--- config.mk ---
export PLATFORM = sky130hd
export DESIGN_NAME = swg_window_gen
export DESIGN_NICKNAME = d
export VERILOG_FILES = /design/src/rtl/swg_pkg.sv /design/src/rtl/swg_row_mem.sv /design/src/rtl/swg_ctrl.sv /design/src/rtl/swg_window_regs.sv /design/src/rtl/swg_window_gen.sv
export SDC_FILE = /design/constraint.sdc
export NUM_CORES = 1
export LEC_CHECK = 0
export BUFFER_PORTS_ARGS = -buffer_cell sky130_fd_sc_hd__buf_2
export CORE_MARGIN = 3
export CORE_UTILIZATION = 62
export CTS_BUF_LIST = sky130_fd_sc_hd__clkbuf_2
export DETAILED_ROUTE_END_ITERATION = 8
export PLACE_DENSITY_LB_ADDON = 0.05
export RECOVER_POWER = 25
export SLEW_MARGIN = 10
export SYNTH_ARGS = -nofsm -noshare
export SYNTH_HDL_FRONTEND = slang
export SYNTH_SLANG_ARGS = --single-unit
--- constraint.sdc ---
create_clock -name clk -period 9.36 [get_ports clk]
set_clock_uncertainty 0.15 [all_clocks]
set_input_delay 1.404 -clock clk [delete_from_list [all_inputs] [get_ports clk]]
set_output_delay 1.404 -clock clk [all_outputs]
set_load 0.1 [all_outputs]
--- src/rtl/swg_pkg.sv ---
package swg_pkg;

  typedef enum logic {
    ST_FILL = 1'b0,
    ST_SCAN = 1'b1
  } swg_state_e;

endpackage

--- src/rtl/swg_row_mem.sv ---
module swg_row_mem #(
  parameter int PIX_W = 16,
  parameter int DEPTH = 8,
  localparam int AW   = (DEPTH > 1) ? $clog2(DEPTH) : 1
) (
  input  logic             clk,
  input  logic             rst_n,
  input  logic             wr_en_i,
  input  logic [AW-1:0]    wr_addr_i,
  input  logic [PIX_W-1:0] wr_data_i,
  input  logic             rd_en_i,
  input  logic [AW-1:0]    rd_addr_i,
  output logic [PIX_W-1:0] rd_data_o
);

  logic [PIX_W-1:0] store_q [DEPTH];
  logic [PIX_W-1:0] rd_d;

  // storage array: write port only, no reset
  always_ff @(posedge clk) begin
    if (wr_en_i) begin
      store_q[wr_addr_i] <= wr_data_i;
    end
  end

  // registered read port
  always_comb begin
    rd_d = rd_data_o;
    if (rd_en_i) begin
      rd_d = store_q[rd_addr_i];
    end
  end

  always_ff @(posedge clk or negedge rst_n) begin
    if (!rst_n) begin
      rd_data_o <= '0;
    end else begin
      rd_data_o <= rd_d;
    end
  end

endmodule

--- src/rtl/swg_ctrl.sv ---
module swg_ctrl
  import swg_pkg::*;
#(
  parameter int IMG_W = 8,
  parameter int IMG_H = 8,
  parameter int WIN_N = 3,
  localparam int CW   = (IMG_W > 1) ? $clog2(IMG_W) : 1,
  localparam int RW   = (IMG_H > 1) ? $clog2(IMG_H) : 1,
  localparam int SW   = (WIN_N > 1) ? $clog2(WIN_N) : 1,
  localparam int HW   = $clog2(WIN_N + 1)
) (
  input  logic             clk,
  input  logic             rst_n,
  input  logic             pix_valid_i,
  output logic             pix_ready_o,
  output logic [WIN_N-1:0] wr_en_o,
  output logic [CW-1:0]    wr_addr_o,
  output logic             rd_en_o,
  output logic [CW-1:0]    rd_addr_o,
  output logic             col_vld_o,
  output logic [CW-1:0]    col_idx_o,
  output logic [RW-1:0]    col_band_o,
  output logic [SW-1:0]    col_top_o
);

  localparam logic [CW-1:0] LAST_COL  = CW'(IMG_W - 1);
  localparam logic [RW-1:0] LAST_BAND = RW'(IMG_H - WIN_N);
  localparam logic [SW-1:0] LAST_SLOT = SW'(WIN_N - 1);
  localparam logic [HW-1:0] FULL_CNT  = HW'(WIN_N);

  swg_state_e      state_q, state_d;
  logic            live_q;
  logic [CW-1:0]   wr_col_q, wr_col_d;
  logic [SW-1:0]   wr_slot_q, wr_slot_d;
  logic [HW-1:0]   held_q, held_d;
  logic [RW-1:0]   band_q, band_d;
  logic [SW-1:0]   top_q, top_d;
  logic [CW-1:0]   rd_col_q, rd_col_d;
  logic            accept;
  logic            scan_en;

  // next-state logic
  always_comb begin
    state_d   = state_q;
    wr_col_d  = wr_col_q;
    wr_slot_d = wr_slot_q;
    held_d    = held_q;
    band_d    = band_q;
    top_d     = top_q;
    rd_col_d  = rd_col_q;

    pix_ready_o = live_q && (state_q == ST_FILL);
    accept      = pix_ready_o && pix_valid_i;
    scan_en     = live_q && (state_q == ST_SCAN);

    if (accept) begin
      if (wr_col_q == LAST_COL) begin
        wr_col_d  = '0;
        wr_slot_d = (wr_slot_q == LAST_SLOT) ? '0 : wr_slot_q + 1'b1;
        held_d    = held_q + 1'b1;
        if (held_q + 1'b1 == FULL_CNT) begin
          state_d  = ST_SCAN;
          rd_col_d = '0;
        end
      end else begin
        wr_col_d = wr_col_q + 1'b1;
      end
    end

    if (scan_en) begin
      rd_col_d = rd_col_q + 1'b1;
      if (rd_col_q == LAST_COL) begin
        rd_col_d = '0;
        state_d  = ST_FILL;
        if (band_q == LAST_BAND) begin
          band_d    = '0;
          top_d     = '0;
          wr_slot_d = '0;
          held_d    = '0;
        end else begin
          band_d = band_q + 1'b1;
          top_d  = (top_q == LAST_SLOT) ? '0 : top_q + 1'b1;
          held_d = HW'(WIN_N - 1);
        end
      end
    end
  end

  // write strobes: one-hot on the slot being filled
  for (genvar s = 0; s < WIN_N; s++) begin : g_wr_en
    assign wr_en_o[s] = accept && (wr_slot_q == SW'(s));
  end

  assign wr_addr_o = wr_col_q;
  assign rd_en_o   = scan_en;
  assign rd_addr_o = rd_col_q;

  // state registers
  always_ff @(posedge clk or negedge rst_n) begin
    if (!rst_n) begin
      state_q   <= ST_FILL;
      live_q    <= 1'b0;
      wr_col_q  <= '0;
      wr_slot_q <= '0;
      held_q    <= '0;
      band_q    <= '0;
      top_q     <= '0;
      rd_col_q  <= '0;
    end else begin
      state_q   <= state_d;
      live_q    <= 1'b1;
      wr_col_q  <= wr_col_d;
      wr_slot_q <= wr_slot_d;
      held_q    <= held_d;
      band_q    <= band_d;
      top_q     <= top_d;
      rd_col_q  <= rd_col_d;
    end
  end

  // read pipeline tags, aligned with the memory read data
  always_ff @(posedge clk or negedge rst_n) begin
    if (!rst_n) begin
      col_vld_o  <= 1'b0;
      col_idx_o  <= '0;
      col_band_o <= '0;
      col_top_o  <= '0;
    end else begin
      col_vld_o <= scan_en;
      if (scan_en) begin
        col_idx_o  <= rd_col_q;
        col_band_o <= band_q;
        col_top_o  <= top_q;
      end
    end
  end

  AST_SCAN_LEN: assert property (@(posedge clk) disable iff (!rst_n)
    (scan_en && rd_col_q == LAST_COL) |=> (state_q == ST_FILL));

  AST_BAND_STEP: assert property (@(posedge clk) disable iff (!rst_n)
    1'b1 |=> (band_q == $past(band_q) || band_q == $past(band_q) + 1'b1 || band_q == '0));

  AST_PRIMED_SCAN: assert property (@(posedge clk) disable iff (!rst_n)
    scan_en |-> (held_q == FULL_CNT));

endmodule

--- src/rtl/swg_window_regs.sv ---
module swg_window_regs #(
  parameter int PIX_W = 16,
  parameter int IMG_W = 8,
  parameter int IMG_H = 8,
  parameter int WIN_N = 3,
  parameter int WIN_M = 3,
  localparam int CW   = (IMG_W > 1) ? $clog2(IMG_W) : 1,
  localparam int RW   = (IMG_H > 1) ? $clog2(IMG_H) : 1,
  localparam int SW   = (WIN_N > 1) ? $clog2(WIN_N) : 1,
  localparam int BUSW = WIN_N * WIN_M * PIX_W
) (
  input  logic                   clk,
  input  logic                   rst_n,
  input  logic                   col_vld_i,
  input  logic [CW-1:0]          col_idx_i,
  input  logic [RW-1:0]          col_band_i,
  input  logic [SW-1:0]          col_top_i,
  input  logic [WIN_N*PIX_W-1:0] slot_data_i,
  output logic [BUSW-1:0]        win_o,
  output logic                   win_valid_o,
  output logic [RW-1:0]          win_row_o,
  output logic [CW-1:0]          win_col_o,
  output logic                   win_eof_o
);

  localparam logic [CW-1:0] FIRST_FULL = CW'(WIN_M - 1);
  localparam logic [CW-1:0] LAST_COL   = CW'(IMG_W - 1);
  localparam logic [CW-1:0] LAST_WCOL  = CW'(IMG_W - WIN_M);
  localparam logic [RW-1:0] LAST_BAND  = RW'(IMG_H - WIN_N);

  logic [PIX_W-1:0] col_pix [WIN_N];
  logic [PIX_W-1:0] win_q [WIN_N][WIN_M];
  logic [PIX_W-1:0] win_d [WIN_N][WIN_M];
  logic             valid_d, eof_d;
  logic [RW-1:0]    row_d;
  logic [CW-1:0]    col_d;

  // rotate memory slots into window row order: row i comes from slot top+i
  for (genvar i = 0; i < WIN_N; i++) begin : g_rot
    logic [SW:0] slot_sum;
    logic [SW:0] slot_sel;
    always_comb begin
      slot_sum   = {1'b0, col_top_i} + (SW+1)'(i);
      slot_sel   = (slot_sum >= (SW+1)'(WIN_N)) ? slot_sum - (SW+1)'(WIN_N) : slot_sum;
      col_pix[i] = slot_data_i[slot_sel*PIX_W +: PIX_W];
    end
  end

  // shift a new column into the right edge of the register file
  always_comb begin
    win_d = win_q;
    if (col_vld_i) begin
      for (int i = 0; i < WIN_N; i++) begin
        for (int j = 0; j < WIN_M - 1; j++) begin
          win_d[i][j] = win_q[i][j+1];
        end
        win_d[i][WIN_M-1] = col_pix[i];
      end
    end
  end

  always_comb begin
    valid_d = col_vld_i && (col_idx_i >= FIRST_FULL);
    eof_d   = col_vld_i && (col_idx_i == LAST_COL) && (col_band_i == LAST_BAND);
    row_d   = win_row_o;
    col_d   = win_col_o;
    if (col_vld_i) begin
      row_d = col_band_i;
      col_d = col_idx_i - FIRST_FULL;
    end
  end

  always_ff @(posedge clk or negedge rst_n) begin
    if (!rst_n) begin
      for (int i = 0; i < WIN_N; i++) begin
        for (int j = 0; j < WIN_M; j++) begin
          win_q[i][j] <= '0;
        end
      end
      win_valid_o <= 1'b0;
      win_eof_o   <= 1'b0;
      win_row_o   <= '0;
      win_col_o   <= '0;
    end else begin
      win_q       <= win_d;
      win_valid_o <= valid_d;
      win_eof_o   <= eof_d;
      win_row_o   <= row_d;
      win_col_o   <= col_d;
    end
  end

  for (genvar i = 0; i < WIN_N; i++) begin : g_out_r
    for (genvar j = 0; j < WIN_M; j++) begin : g_out_c
      assign win_o[(i*WIN_M+j)*PIX_W +: PIX_W] = win_q[i][j];
    end
  end

  AST_COL_STEP: assert property (@(posedge clk) disable iff (!rst_n)
    (win_valid_o && win_col_o != LAST_WCOL) |=>
      (win_valid_o && win_col_o == $past(win_col_o) + 1'b1));

  AST_EOF_LAST: assert property (@(posedge clk) disable iff (!rst_n)
    win_eof_o |-> (win_valid_o && win_col_o == LAST_WCOL && win_row_o == LAST_BAND));

  AST_ROW_RANGE: assert property (@(posedge clk) disable iff (!rst_n)
    win_valid_o |-> (win_row_o <= LAST_BAND));

endmodule

--- src/rtl/swg_window_gen.sv ---
module swg_window_gen #(
  parameter int PIX_W = 16,
  parameter int IMG_W = 8,
  parameter int IMG_H = 8,
  parameter int WIN_N = 3,
  parameter int WIN_M = 3,
  localparam int CW   = (IMG_W > 1) ? $clog2(IMG_W) : 1,
  localparam int RW   = (IMG_H > 1) ? $clog2(IMG_H) : 1,
  localparam int SW   = (WIN_N > 1) ? $clog2(WIN_N) : 1,
  localparam int BUSW = WIN_N * WIN_M * PIX_W
) (
  input  logic             clk,
  input  logic             rst_n,
  input  logic [PIX_W-1:0] pix_i,
  input  logic             pix_valid_i,
  output logic             pix_ready_o,
  output logic [BUSW-1:0]  win_o,
  output logic             win_valid_o,
  output logic [RW-1:0]    win_row_o,
  output logic [CW-1:0]    win_col_o,
  output logic             win_eof_o
);

  logic                   rst_meta_q, rst_sync_q;
  logic [WIN_N-1:0]       wr_en;
  logic [CW-1:0]          wr_addr;
  logic                   rd_en;
  logic [CW-1:0]          rd_addr;
  logic                   col_vld;
  logic [CW-1:0]          col_idx;
  logic [RW-1:0]          col_band;
  logic [SW-1:0]          col_top;
  logic [WIN_N*PIX_W-1:0] slot_data;

  // asynchronous assert, synchronous release
  always_ff @(posedge clk or negedge rst_n) begin
    if (!rst_n) begin
      rst_meta_q <= 1'b0;
      rst_sync_q <= 1'b0;
    end else begin
      rst_meta_q <= 1'b1;
      rst_sync_q <= rst_meta_q;
    end
  end

  swg_ctrl #(
    .IMG_W (IMG_W),
    .IMG_H (IMG_H),
    .WIN_N (WIN_N)
  ) u_ctrl (
    .clk         (clk),
    .rst_n       (rst_sync_q),
    .pix_valid_i (pix_valid_i),
    .pix_ready_o (pix_ready_o),
    .wr_en_o     (wr_en),
    .wr_addr_o   (wr_addr),
    .rd_en_o     (rd_en),
    .rd_addr_o   (rd_addr),
    .col_vld_o   (col_vld),
    .col_idx_o   (col_idx),
    .col_band_o  (col_band),
    .col_top_o   (col_top)
  );

  for (genvar s = 0; s < WIN_N; s++) begin : g_rowmem
    swg_row_mem #(
      .PIX_W (PIX_W),
      .DEPTH (IMG_W)
    ) u_mem (
      .clk       (clk),
      .rst_n     (rst_sync_q),
      .wr_en_i   (wr_en[s]),
      .wr_addr_i (wr_addr),
      .wr_data_i (pix_i),
      .rd_en_i   (rd_en),
      .rd_addr_i (rd_addr),
      .rd_data_o (slot_data[s*PIX_W +: PIX_W])
    );
  end

  swg_window_regs #(
    .PIX_W (PIX_W),
    .IMG_W (IMG_W),
    .IMG_H (IMG_H),
    .WIN_N (WIN_N),
    .WIN_M (WIN_M)
  ) u_regs (
    .clk         (clk),
    .rst_n       (rst_sync_q),
    .col_vld_i   (col_vld),
    .col_idx_i   (col_idx),
    .col_band_i  (col_band),
    .col_top_i   (col_top),
    .slot_data_i (slot_data),
    .win_o       (win_o),
    .win_valid_o (win_valid_o),
    .win_row_o   (win_row_o),
    .win_col_o   (win_col_o),
    .win_eof_o   (win_eof_o)
  );

  AST_NO_RW_OVERLAP: assert property (@(posedge clk) disable iff (!rst_sync_q)
    !((|wr_en) && rd_en));

  AST_WR_ONEHOT: assert property (@(posedge clk) disable iff (!rst_sync_q)
    $onehot0(wr_en));

endmodule

==> results.py, run 1 <==
metrics = {
    "outcome": {
        "status": "finished with violations",
        "violations": "max-capacitance violations, max-slew violations",
    },
    "drt": {
        "drtIter0Drc": 1326,
        "vias_per_cell": 5.850,
        "routed-via-count": 14230,
        "route.final.wire_length_mm": 55.05,
        "drt_drc_violations_left": 0,
        "dr.pass1.iters": 5,
        "ant_nets": 0,
        "wire_per_inst_um": 22.63,
    },
    "placed_design": {
        "dp_hpwl_mm": 34.40,
        "place_congestion": 0.8396,
        "pre_cts_slack_ns": 5.838,
        "dpl_cell_area_um2": 25950,
        "port_buffers": 171,
    },
    "grt": {
        "grt_max_degree": 94,
        "grt.overflow.total": 0,
        "track_usage": 0.2632,
        "antenna_found_initial": 1,
        "grt_pass1_vias": 13590,
        "grt_pass1_wl_mm": 82.42,
    },
    "final_layout": {
        "layout.nets": 1814,
        "design_area_um2": 27360,
        "drive_above_1_share": 0.3372,
        "fillers": 2651,
        "syn_to_final_growth_pct": 10.66,
        "finish.utilization": 0.7014,
    },
    "die": {
        "initial_core_util": 0.6339,
        "die_h_um": 205.7,
        "num_io_pins": 172,
        "die-area_um2": 42310,
        "core_area_um2": 39010,
        "rows": 72,
        "die_w_um": 205.7,
    },
    "worst_setup_path": {
        "critPathKind": "reg -> out",
        "required_ns": 7.81,
        "r2r_cells": 4,
        "cp_max_fo": 9,
        "crit_path_end": "pix_ready_o",
        "r2r-start": "u_ctrl.rd_addr_o[1]",
        "cp-startpoint": "u_ctrl.live_q",
        "reg2reg_to": "g_rowmem[2].u_mem.rd_data_o[2]",
        "r2r_slack_ns": 6.11,
        "arrival_ns": 2.40,
        "critPathCaptureType": "output pin",
        "start_kind": "register",
    },
    "synth": {
        "ys_ff_latch": 612,
        "avgSynthCellArea_um2": 16.20,
        "synth_edf_count": 384,
        "synthesis.area_um2": 24720,
        "async_reset_ff_frac": 0.3725,
        "ys_types": 53,
        "synthCells": 1526,
        "synth_seq_area_share": 0.6971,
        "synth_ff_type": "edfxtp_1",
        "ys_warn_count": 0,
    },
    "cts": {
        "clockBufferDepth": 3,
        "cts_buffers": 149,
        "clkLatencyLatePin_ns": 1.09,
        "cts_root_buffer": "clkbuf_2",
        "h-tree-depth": 4,
        "cts_setup_buffers": 0,
        "clkSinkCount": 612,
        "ctsHoldBuffers": 1,
        "clk_pin_slew_worst_paths_ns": 0.10,
        "cts_resized": 0,
        "cts_tree": "done",
    },
    "sta": {
        "max_slew_margin": -0.02457,
        "fmax_ghz": 0.2526,
        "layout_worst_path_cycle_share": 0.4229,
        "finalSetupTns_ns": 0,
        "tightest_slew_ns": 1.537,
        "fin_ws_ns": 5.402,
        "rsz0062_at_grt": "no",
        "hold_viol": 0,
        "setup_viol": 0,
        "slew_viol_final": 25,
        "period_minus_slack_ns": 3.958,
    },
    "power": {
        "peakVddDrop_mv": 0.2645,
        "power_uw": 8674,
        "power.density_nw_per_um2": 317.0,
        "leakage_uw": 0.01121,
    },
    "hold_path": {
        "hold_class": "reg -> reg",
    },
    "run": {
        "cap_violations": 1,
    },
}
[state kept, by name, summed over array words and instances (netlist names), 3 cells and up]
register,count
g_rowmem.u_mem.rd_data_o,48
u_ctrl.band_q,3
u_ctrl.col_idx_o,3
u_ctrl.col_band_o,3
u_ctrl.rd_addr_o,3
u_regs.win_col_o,3
u_regs.win_row_o,3
u_regs.win_o,144
u_ctrl.wr_addr_o,3
g_rowmem.u_mem.store_q,384
[per-stage QoR]
| stage | std cells | hold WS [ns] |
|---|---|---|
| detailed placement | 2150 | 0.1497 |
| CTS | 2431 | 0.1328 |
| global route | 2432 | 0.2453 |
| finish | 2432 | 0.2092 |
| floorplan | 1527 | 0.1812 |
| global placement | 2150 | 0.1454 |
[routing by layer]
layer	global-route usage	vias up	wire length, um
li1	-	6485	-
met1	0.3869	7107	24160
met2	0.3944	548	25340
met3	0.04873	87	4013
met4	0.1064	0	1528
met5	0	-	0
[cell type report]
type,instances,area (um^2),share of cell area
diodes,1,2.502,0.00009146
multi-input cells,789,6835,0.2498
inverters,24,90.09,0.003293
repair buffers,208,1116,0.04079
clock inverters,47,257.7,0.009421
flip-flops and latches,612,17240,0.6303
well taps,518,648.1,0.02369
clock buffers,233,1166,0.04262
[critical path, stage by stage, from the launching register on]
cell and delay, ns:
dfrtp_1 0.57, nor2b_1 0.29, buf_2 0.48
[kinds of logic (layout without fill, tap and decap cells)]
logic type                 Yosys count  count (layout)  synth area share
other                                1               3         0.0001517
xor gates and xnor gates             2               2         0.0007086
AOI/OAI and AO/OA                  263             263           0.09033
DFF                                612             612            0.6971
muxes                              328             328            0.1429
and+or+nand+nor                    183             183           0.03563
buffers and inverters              126             512           0.02758
adders and majority gates           11              11          0.005566
[worst min path at each step]
| stage | startpoint | to | slack [ns] | cells past startpoint |
|---|---|---|---|---|
| floorplan | rst_meta_q | rst_sync_q | 0.18 | 0 |
| global placement | rst_sync_q | u_regs.win_o[8] | 0.15 | 0 |
| detailed placement | rst_sync_q | u_regs.win_o[8] | 0.15 | 0 |
| CTS | rst_sync_q | u_regs.win_o[109] | 0.13 | 0 |
| global route | rst_meta_q | rst_sync_q | 0.25 | 0 |
| finish | rst_meta_q | rst_sync_q | 0.21 | 0 |
[placed cells by master (no fill, tap or decap), drive strengths merged, types with 21 or more instances in the layout]
master   netlist  final
a22o          52     52
o31ai         48     48
mux2i        128    128
nand2         74     74
a21oi         21     21
a2bb2oi       30     30
nor2          45     45
mux2         200    200
dfrtp        228    228
o22ai         64     64
clkbuf        30    249
buf           72    191
edfxtp       384    384
clkinv         0     37
inv           24     31
[report_power, final]
group	total [uW]	internal, uW	switching (uW)
Clock	1760	743	1010
Combinational	3270	947	2320
Sequential	3650	3220	431
Total	8670	4910	3760
[synthesized netlist by cell type (all sizes together) (3+ instances only)]
cell,n,area [um^2]
o31ai,48,600.6
o2bb2ai,16,140.1
clkbuf,30,112.6
nand2,74,277.8
or3,19,118.9
buf,72,479.2
mux2i,128,1281
o21ai,8,40.04
nand3b,4,42.54
nor2,45,171.4
nor2b,20,125.1
nor3,3,15.01
a22o,52,455.4
edfxtp,384,11530
a21oi,21,108.9
dfrtp,228,5705
o22ai,64,400.4
inv,24,90.09
a2bb2oi,30,262.8
ha,11,137.6
or3b,4,35.04
mux2,200,2252
a32o,16,160.2
nand4b,3,26.28
(Power assumes the default switching activity.)
==> run 2: changes to the inputs <==
==> constraint.sdc (replaced) <==
create_clock -name clk -period 3.8 [get_ports clk]
set_clock_uncertainty 0.15 [all_clocks]
set_input_delay 0.57 -clock clk [delete_from_list [all_inputs] [get_ports clk]]
set_output_delay 0.57 -clock clk [all_outputs]
set_load 0.1 [all_outputs]
==> run 2 against run 1 <==
Effect of this change:
- clock-buffer cell count shrank 2
- via count increased by 0.98%
- non-clock buffer count increased by 21
- sequential cell count unchanged
- the run now ends clean
- sequential share of layout area decreased by 0.47 points
- routed wire length decreased by 0.49%
- hold slack better by 0.013 ns
- largest cell class unchanged
- clock power up 140%
- critical path depth unchanged
- setup slack got worse by 4.6 ns
==> results.py, run 2 (synthesis results as in run 1) <==
metrics = {
    "final_layout": {
        "final_common_cell": "edfxtp_1",
        "top_register": "g_rowmem.u_mem.store_q",
        "finish.utilization": 0.7068,
        "design_area_um2": 27570,
        "fillers": 2719,
        "largest_register_ffs": 384,
        "drive_above_1_share": 0.3394,
        "layout.nets": 1837,
        "final_cells": 2437,
        "final_cell_mix": "384 x edfxtp_1, 231 x clkbuf_2, 225 x dfrtp_1",
        "syn_to_final_growth_pct": 11.51,
    },
    "power": {
        "peakVddDrop_mv": 0.5562,
        "power.density_nw_per_um2": 767.4,
        "leakage_uw": 0.01125,
    },
    "worst_setup_path": {
        "start_kind": "register",
        "cp_max_fo": 9,
        "required_ns": 3.08,
        "arrival_ns": 2.23,
        "critPathKind": "reg -> out",
        "critPathCaptureType": "output pin",
    },
    "die": {
        "core_area_um2": 39010,
        "rows": 72,
        "die_h_um": 205.7,
        "die_w_um": 205.7,
        "initial_core_util": 0.6339,
        "die-area_um2": 42310,
        "num_io_pins": 172,
    },
    "grt": {
        "track_usage": 0.2628,
        "antenna_found_initial": 1,
        "grt_max_degree": 133,
        "grt_pass1_wl_mm": 83.63,
        "grt_pass1_vias": 14260,
        "grt.overflow.total": 0,
    },
    "drt": {
        "dr.pass1.iters": 5,
        "wire_per_inst_um": 22.48,
        "vias_per_cell": 5.895,
        "drt_drc_violations_left": 0,
        "route.final.wire_length_mm": 54.78,
        "routed-via-count": 14370,
        "drtIter0Drc": 1187,
        "ant_nets": 0,
    },
    "sta": {
        "fmax_ghz": 0.3388,
        "max_slew_margin": 0.1351,
        "setup_viol": 0,
        "rsz0062_at_grt": "no",
        "fin_ws_ns": 0.8481,
        "period_minus_slack_ns": 2.952,
        "tightest_slew_ns": 1.297,
        "finalSetupTns_ns": 0,
        "slew_viol_final": 0,
        "layout_worst_path_cycle_share": 0.7768,
        "hold_viol": 0,
    },
    "run": {
        "cap_violations": 0,
    },
    "hold_path": {
        "hold_class": "reg -> async",
    },
    "cts": {
        "clk_pin_slew_worst_paths_ns": 0.12,
        "clkLatencyLatePin_ns": 1.09,
        "cts_buffers": 151,
        "clkSinkCount": 612,
        "cts_root_buffer": "clkbuf_2",
        "h-tree-depth": 4,
        "clockBufferDepth": 3,
        "cts_tree": "done",
    },
    "placed_design": {
        "pre_cts_slack_ns": 1.308,
        "port_buffers": 171,
        "placedCellCount": 2153,
        "dp_hpwl_mm": 34.38,
        "place_congestion": 0.8345,
        "dpl_cell_area_um2": 26050,
    },
    "outcome": {
        "status": "completed",
    },
}
## run 2: layout make-up
| cell class | count | area [um^2] | share of cell area |
|---|---|---|---|
| Antenna cell | 1 | 2.502 | 0.00009076 |
| Clock buffer | 231 | 1156 | 0.04193 |
| Clock inverter | 33 | 197.7 | 0.007170 |
| Inverter | 24 | 90.09 | 0.003267 |
| Multi-Input combinational cell | 789 | 6835 | 0.2479 |
| Sequential cell | 612 | 17250 | 0.6256 |
| Tap cell | 518 | 648.1 | 0.02351 |
| Timing Repair Buffer | 229 | 1394 | 0.05055 |
## run 2: through the flow
step                power (uW)  hold WS [ns]
floorplan                15340        0.1244
global placement         16920        0.1889
detailed placement       17070        0.1992
CTS                      21310        0.1258
global route             22250        0.1342
finish                   21160        0.2223
## run 2: per-layer routing
layer | GRT usage | vias up | share of wire
met5 | 0 | - | 0
met4 | 0.09080 | 0 | 0.025
met3 | 0.06455 | 93 | 0.065
met2 | 0.4118 | 496 | 0.47
met1 | 0.3650 | 7287 | 0.44
li1 | - | 6491 | -
## run 2: path summary, 6_finish.rpt
path / startpoint / endpoint / slack, ns / cells after the start
max: u_ctrl.live_q / pix_ready_o / 0.85 / 2
min: rst_sync_q / u_regs.win_o[47] / 0.22 / 0
max in group asynchronous: rst_sync_q / u_ctrl.rd_addr_o[1] / 2.20 / 1
min reg2reg: rst_sync_q / u_regs.win_o[47] / 0.22 / 0
min in group clk: rst_meta_q / rst_sync_q / 0.23 / 0
max reg2reg: u_ctrl.col_top_o[0] / u_regs.win_o[137] / 1.25 / 6
## run 2: repair_timing
item	CTS	global route
resized for setup	0	0
hold buffers	19	0
endpoints found under the hold margin	394	0
buffers inserted	0	0
## run 2: critical path: stages (launching register included)
cell and delay, ns:
dfrtp_1 0.57, nor2b_1 0.18, buf_2 0.45
## run 2: power by group
part	internal (uW)	switching [uW]	total, uW	leakage (uW)
logic	2390	5570	7960	0.00372
registers	7930	1070	9000	0.00649
clock network	1690	2520	4200	0.00103
